--- config.mk ---
export PLATFORM = sky130hd
export DESIGN_NAME = coh_directory
export DESIGN_NICKNAME = d
export VERILOG_FILES = /design/src/rtl/coh_directory.sv
export SDC_FILE = /design/constraint.sdc
export NUM_CORES = 1
export LEC_CHECK = 0
export CELL_PAD_IN_SITES_DETAIL_PLACEMENT = 0
export CELL_PAD_IN_SITES_GLOBAL_PLACEMENT = 1
export CORE_UTILIZATION = 40
export DETAILED_ROUTE_END_ITERATION = 16
export PLACE_DENSITY = 0.69
export RECOVER_POWER = 50
export SYNTH_ARGS = -nofsm -noshare
export SYNTH_HDL_FRONTEND = slang
export SYNTH_SLANG_ARGS = --single-unit
--- constraint.sdc ---
create_clock -name clk -period 3.5 [get_ports clk]
set_clock_uncertainty 0.2 [all_clocks]
set_input_delay 0.525 -clock clk [delete_from_list [all_inputs] [get_ports clk]]
set_output_delay 0.525 -clock clk [all_outputs]
set_load 0.01 [all_outputs]
--- src/rtl/coh_directory.sv ---
module coh_directory #(
  parameter int NCORE = 4,
  parameter int NBLK  = 8,
  localparam int CW = $clog2(NCORE),
  localparam int BW = $clog2(NBLK),
  localparam int AW = $clog2(NCORE + 1)
) (
  input  logic          clk,
  input  logic          rst_n,
  input  logic          req_valid,
  output logic          req_ready,
  input  logic          req_excl,
  input  logic [BW-1:0] req_blk,
  input  logic [CW-1:0] req_src,
  output logic          rsp_valid,
  output logic [CW-1:0] rsp_dst,
  output logic [BW-1:0] rsp_blk,
  output logic [AW-1:0] rsp_acks,
  output logic          fwd_valid,
  output logic [CW-1:0] fwd_dst,
  output logic [BW-1:0] fwd_blk,
  output logic [CW-1:0] fwd_req,
  output logic          fwd_excl,
  output logic          inv_valid,
  output logic [CW-1:0] inv_dst,
  output logic [BW-1:0] inv_blk,
  output logic [CW-1:0] inv_req
);
  localparam logic [1:0] ST_I = 2'd0, ST_S = 2'd1, ST_M = 2'd2;

  logic [1:0]       st  [NBLK];
  logic [NCORE-1:0] shr [NBLK];
  logic [CW-1:0]    own [NBLK];
  logic [NCORE-1:0] pend;

  logic             take;
  logic [NCORE-1:0] self, others, low;
  logic [AW-1:0]    cnt;

  assign req_ready = (pend == '0);
  assign take      = req_valid && req_ready;
  assign self      = NCORE'(1) << req_src;
  assign others    = shr[req_blk] & ~self;
  assign low       = pend & (~pend + NCORE'(1));
  assign inv_valid = (pend != '0);

  always_comb begin
    cnt = '0;
    for (int i = 0; i < NCORE; i++) cnt = cnt + AW'(others[i]);
    inv_dst = '0;
    for (int i = NCORE - 1; i >= 0; i--) if (pend[i]) inv_dst = CW'(i);
  end

  always_ff @(posedge clk) begin
    if (!rst_n) begin
      for (int b = 0; b < NBLK; b++) begin
        st[b]  <= ST_I;
        shr[b] <= '0;
        own[b] <= '0;
      end
      pend <= '0; rsp_valid <= 1'b0; fwd_valid <= 1'b0;
      rsp_dst <= '0; rsp_blk <= '0; rsp_acks <= '0;
      fwd_dst <= '0; fwd_blk <= '0; fwd_req <= '0; fwd_excl <= 1'b0;
      inv_blk <= '0; inv_req <= '0;
    end else begin
      rsp_valid <= 1'b0;
      fwd_valid <= 1'b0;
      pend      <= pend & ~low;
      if (take) begin
        rsp_dst  <= req_src;
        rsp_blk  <= req_blk;
        rsp_acks <= '0;
        fwd_blk  <= req_blk;
        fwd_req  <= req_src;
        fwd_dst  <= own[req_blk];
        fwd_excl <= req_excl;
        if (st[req_blk] == ST_M && own[req_blk] != req_src) begin
          fwd_valid <= 1'b1;
          if (req_excl) begin
            own[req_blk] <= req_src;
          end else begin
            st[req_blk]  <= ST_S;
            shr[req_blk] <= self | (NCORE'(1) << own[req_blk]);
          end
        end else begin
          rsp_valid <= 1'b1;
          if (st[req_blk] != ST_M) begin
            if (req_excl) begin
              st[req_blk]  <= ST_M;
              own[req_blk] <= req_src;
              shr[req_blk] <= '0;
              rsp_acks     <= cnt;
              pend         <= others;
              inv_blk      <= req_blk;
              inv_req      <= req_src;
            end else begin
              st[req_blk]  <= ST_S;
              shr[req_blk] <= shr[req_blk] | self;
            end
          end
        end
      end
    end
  end

  a_r5_inv_not_requestor: assert property (@(posedge clk) disable iff (!rst_n)
    inv_valid |-> inv_dst != inv_req);
  a_r6_hold_off: assert property (@(posedge clk) disable iff (!rst_n)
    inv_valid |-> !req_ready);
  a_r10_single_answer: assert property (@(posedge clk) disable iff (!rst_n)
    !(rsp_valid && fwd_valid));
  a_r10_answer_follows: assert property (@(posedge clk) disable iff (!rst_n)
    (req_valid && req_ready) |=> (rsp_valid || fwd_valid));
  a_r5_inv_from_getm: assert property (@(posedge clk) disable iff (!rst_n)
    $rose(inv_valid) |-> $past(req_valid && req_ready && req_excl));
  a_r7_fwd_needs_request: assert property (@(posedge clk) disable iff (!rst_n)
    fwd_valid |-> $past(req_valid && req_ready));
endmodule

# [Word-level counts from Yosys, hierarchy flattened]
# Memories as Yosys holds them, arrays and structs flattened.
# Index checks and enable logic that the tools add are counted.
[totals] mem_bits_rw=64 register_bits=22 latchBits=0 mem_count=3 in_bits=9 rom_bits=0 wordCells=93 out_inout_bits=27
[classes] n_lt_le_gt_ge=0 n_div=0 bitwise=14 n_reduce_logical=9 n_eq_ne=3 mux=48 mul=0 shifts=2 add_sub_neg=4
[memory_table] memory="shr" depth=8 word_bits=4 rd=1 rd_clocked_by_memory_dff=0 wr=8 line="32" source="logic [NCORE-1:0] shr [NBLK];"
[memory_table] memory="own" depth=8 word_bits=2 rd=1 rd_clocked_by_memory_dff=0 wr=8 line="33" source="logic [CW-1:0] own [NBLK];"
[memory_table] memory="st" depth=8 word_bits=2 rd=1 rd_clocked_by_memory_dff=0 wr=8 line="31" source="logic [1:0] st [NBLK];"
[ops] cell="$mux W4" count=7
[ops] cell="$mux W1" count=26
[ops] cell="$mux W2" count=9
[ops] cell="$mux W3" count=6
[ops] cell="$and A4 B4 Y4" count=3
[ops] cell="$not A4 Y4" count=3
[ops] cell="$or A4 B4 Y4" count=2
[ops] cell="$shl A1 B2 Y4 const A" count=2
[ops] cell="$or A1 B1 Y1" count=5
[ops] cell="$add A4 B1 Y4 const B" count=1
[ops] cell="$logic_not A4 Y1" count=1
[ops] cell="$reduce_and A4 Y1" count=1
[ops] cell="$reduce_bool A4 Y1" count=1
[ops] cell="$reduce_or A2 Y1" count=2
[ops] cell="$reduce_or A4 Y1" count=1
[ops] cell="$add A2 B1 Y3" count=1
[ops] cell="$add A3 B1 Y3" count=1
[ops] cell="$add A1 B1 Y2" count=1
[ops] cell="$eq A2 B2 Y1 const B" count=1
[ops] cell="$logic_and A1 B1 Y1" count=2
[ops] cell="$ne A2 B2 Y1" count=1
[ops] cell="$ne A2 B2 Y1 const B" count=1
[ops] cell="$reduce_and A2 Y1" count=1
[ops] cell="$not A1 Y1" count=1

# [Logic depth before layout (Yosys ltp)]
# An unclocked memory read counts as a cell.
[logic_depth] ltp_word=11 ltp_mapped=13

# [Worst setup path before layout]
# No wires, ideal clock.
[synth_timing] path_type="input-to-reg" from="in req_blk[0]" to="reg rsp_acks[1]" cell_stages=12 setup_ps=128 path_slack_ps=260 required_time_ps=3172 t_arrival_ps=2912 path_cell_list="buf_6 > buf_6 > buf_2 > mux4_2 > o21a_1 > o21bai_1 > fa_1 > inv_1 > ha_1 > ha_1 > a22oi_1 > nor2_1"
[synth_via] elab_chain_len=8 word_cells_on_any_way=14 cone_classes="add/sub: 3; eq/ne: 3; mux: 3; bitwise: 1; reduce/logical: 1; memory: 3"
[synth_lines] element="from (decl)" line="13" source="input logic [BW-1:0] req_blk,"
[synth_lines] element="$mem_v2 Z8 W4"
[synth_lines] element="$and A4 B4 Y4" line="43" source="assign others = shr[req_blk] & ~self;"
[synth_lines] element="$add A1 B1 Y2" line="49" source="for (int i = 0; i < NCORE; i++) cnt = cnt + AW'(others[i]);"
[synth_lines] element="$add A2 B1 Y3" line="49"
[synth_lines] element="$add A3 B1 Y3" line="49"
[synth_lines] element="$mux W3" line="88" source="if (req_excl) begin"
[synth_lines] element="$mux W3" line="87" source="if (st[req_blk] != ST_M) begin"
[synth_lines] element="$mux W3 *" line="77" source="if (st[req_blk] == ST_M && own[req_blk] != req_src) begin"
[synth_lines] element="to (signal assigned)" line="92" source="rsp_acks <= cnt;"
[synth_lines] element="to (decl)" line="18" source="output logic [AW-1:0] rsp_acks,"
# Mark *: on every way between the ends. The rest lies on a longest branch, timed or not.
# A chain may end at the register's enable or synchronous reset.

==> impl_metrics.csv <==
group,metric,value,unit
status,outcome,"completed",
clock_network,cts_sinks,86,
global_routing,grt_pass1_vias,3149,
synthesis,synth_edf_count,64,
placement,io_buffers,35,
setup_path,rr_startpoint,"pend[0]",
layout,drive_gt1_share,23.5,%
placement,gp_congestion,0.824,
clock_network,cts_tree,"built",
drt,drt-wirelength-per-cell,18.4,um
hold_path,hold_class,"reg -> reg",
global_routing,grt_pass1_wl,17700,um
setup_path,cp.required,3400,ps
clock_network,insertion_delay,370,ps
synthesis,synth_nets,397,
sta,final_max_slew_viol_count,0,
drt,wirelength,11100,um
synthesis,synth.most_common_cell,"edfxtp_1",
global_routing,grt_start_max_net_pins,33,
run,drv_cap,0,
synthesis,post-synth-top-area-cell,"edfxtp_1",
sta,finalSetupTns,0,ps
layout,diodes,0,
floorplanning,ios,36,
setup_path,r2r-end,"shr[3][1]",
clock_network,cts_buffers,9,
clock_network,cts_setup_buffers,0,
sta,rsz0062_at_grt,"false",
synthesis,synth_area_per_cell,11.6,um2
clock_network,ctsRootBufferMaster,"clkbuf_8",
drt,antenna_left,0,
setup_path,crit_family,"buffers and inverters",
sta,fmax,0.299,GHz
sta,setup-violations-final,0,
sta,hold_viol_final,0,
clock_network,cts_hold_buf,0,
drt,drt_iter0_markers,155,
synthesis,syn_inst,385,
synthesis,ys_ff_latch,86,
placement,placed_cell_area,5270,um2
placement,numPlacedInstances,588,
floorplanning,die_y,107,um
layout,finalNonFillerCells,604,
floorplanning,rows,38,
setup_path,worstPathCellList,"clkdlybuf4s50_1, clkbuf_4, nor2b_1, clkbuf_1, o21ai_1, nand2b_1, nor4_1, buf_4, mux2i_2, buf_12, nor3_1",
floorplanning,core,10800,um2
setup_path,crit_cells,11,
synthesis,synth_common_cells,"edfxtp_1, nor2_1, nand2_1",
setup_path,worst-r2r-setup-slack,480,ps
setup_path,cp_data_arrival_time,3240,ps
synthesis,synth_async_sr_flop_share,0,%
synthesis,yosys-top-cells-area,"edfxtp_1, dfxtp_1, mux2i_1, nor3b_2, nor2_1",
clock_network,clockBufferDepth,2,
clock_network,cts_resized,0,
floorplanning,dieArea,11500,um2
synthesis,synthDominantCellAreaShare,43.2,%
floorplanning,dieWidth,107,um
setup_path,critPathLaunchType,"primary input",
synthesis,synth_area,4450,um2
setup_path,cp-end-kind,"flop",
power,powerDensity,436,nW/um2
synthesis,synth_cell_types,62,
hold_path,hp-start,"fwd_blk[0]",
global_routing,grt-ovfl-total,0,
hold_path,hold_end,"fwd_blk[0]",
setup_path,r2r_cells,7,
hold_path,whs_path_depth,2,
synthesis,ys_seq_area_share,53.1,%
sta,worst_pin_slew,778,ps
placement,dp_hpwl,8130,um
setup_path,worstPathMaxFanout,8,
setup_path,cp_slowest_cell,"clkdlybuf4s50_1",
sta,period_needed,3340,ps
global_routing,track_usage,21.1,%
sta,timing.hold.ws,267,ps
global_routing,antenna_found_initial,0,
setup_path,critPathBufInv,5,
setup_path,crit_type,"in -> reg",
floorplanning,initial_core_util,41.0,%
synthesis,yosys_most_used_dff,"edfxtp_1",
layout,fin_area,5370,um2
sta,fin_crit_sh,95.4,%
synthesis,yosysWarnings,0,
clock_network,h-tree-depth,3,
drt,viasPerCell,5.27,
drt,via_count,3184,
sta,relSlewSlack,48.2,%
power,leakage,1.99,nW
layout,nets,471,
drt,drt-pass1-iter-count,4,
power,peakVddDrop,0.211,mV
setup_path,slowest_delay,650,ps
drt,drcViolationCount,0,
layout,area_growth,20.6,%
clock_network,path_clk_slew,80,ps
-- area by class of cell --
cell class | count | area, um2
Fill cell | 1019 | 5470
Clock inverter | 6 | 86.3
Multi-Input combinational cell | 255 | 1770
Inverter | 11 | 41.3
Tap cell | 140 | 175
Clock buffer | 10 | 128
Sequential cell | 86 | 2360
Timing Repair Buffer | 96 | 805
-- where the power goes --
group | internal, mW | switching [mW] | total, mW
Combinational | 0.177 | 0.230 | 0.407
Clock | 0.401 | 0.371 | 0.772
Sequential | 1.14 | 0.0203 | 1.16
-- state kept, by name, summed over array words and instances (netlist names) --
signal / cells
fwd_blk: 3
fwd_dst: 2
fwd_excl: 1
fwd_req: 2
fwd_valid: 1
inv_blk: 3
inv_req: 2
own: 16
pend: 4
rsp_acks: 3
rsp_valid: 1
shr: 32
st: 16
-- layer usage --
| layer | vias to the layer above | global-route usage [%] | part of all wire (%) |
|---|---|---|---|
| met5 | - | 0 | 0 |
| met3 | 16 | 2.97 | 3.5 |
| met2 | 70 | 35.5 | 49 |
| met1 | 1552 | 27.1 | 46 |
| met4 | 0 | 8.90 | 2.0 |
| li1 | 1546 | - | - |
-- worst register-to-register path: cells and delay by family, from the launching register on --
kind          cells  cell delay, ps
mux               1             280
flops             1             350
simple gates      4            1490
buf+inv           2             430
-- worst max path at each step --
stage,slack (ps),from,endpoint
floorplan,260,req_blk[0],rsp_acks[1]
detailed placement,-190,req_blk[0],rsp_acks[1]
finish,160,req_blk[0],shr[3][1]
CTS,220,req_blk[0],rsp_acks[1]
global placement,-190,req_blk[0],rsp_acks[1]
global route,50,req_blk[0],shr[3][1]
-- through the flow --
step | power [mW] | utilization, % | worst slack (ps)
floorplan | 1.43 | - | 260
detailed placement | 1.62 | 48.6 | -186
global route | 2.44 | 49.5 | 45.4
global placement | 1.62 | 48.6 | -188
CTS | 2.39 | 50.6 | 222
finish | 2.34 | 49.5 | 160
-- logic make-up after synthesis --
family | after synthesis | synth area share [%]
flip-flops | 86 | 53.1
buffers and inverters | 44 | 5.51
XOR/XNOR | 1 | 0.366
AO/OA/AOI/OAI | 69 | 11.9
AND/OR/NAND/NOR | 155 | 21.1
adder cells (fa/ha/maj) | 3 | 1.01
multiplexers | 27 | 7.03
-- layout by cell type (no fill, tap or decap), types with 9 or more instances in the layout --
cell type,synthesis,layout
a21oi_1,15,15
buf_4,7,50
clkbuf_8,0,9
dfxtp_1,22,22
dlygate4sd3_1,0,27
edfxtp_1,64,64
inv_1,11,11
mux2i_1,19,19
nand2_1,31,31
nor2_1,49,49
nor3_1,14,16
nor3b_2,15,12
o21ai_1,9,9
o31ai_1,10,10
No activity file was read; power rests on OpenSTA's default activity.
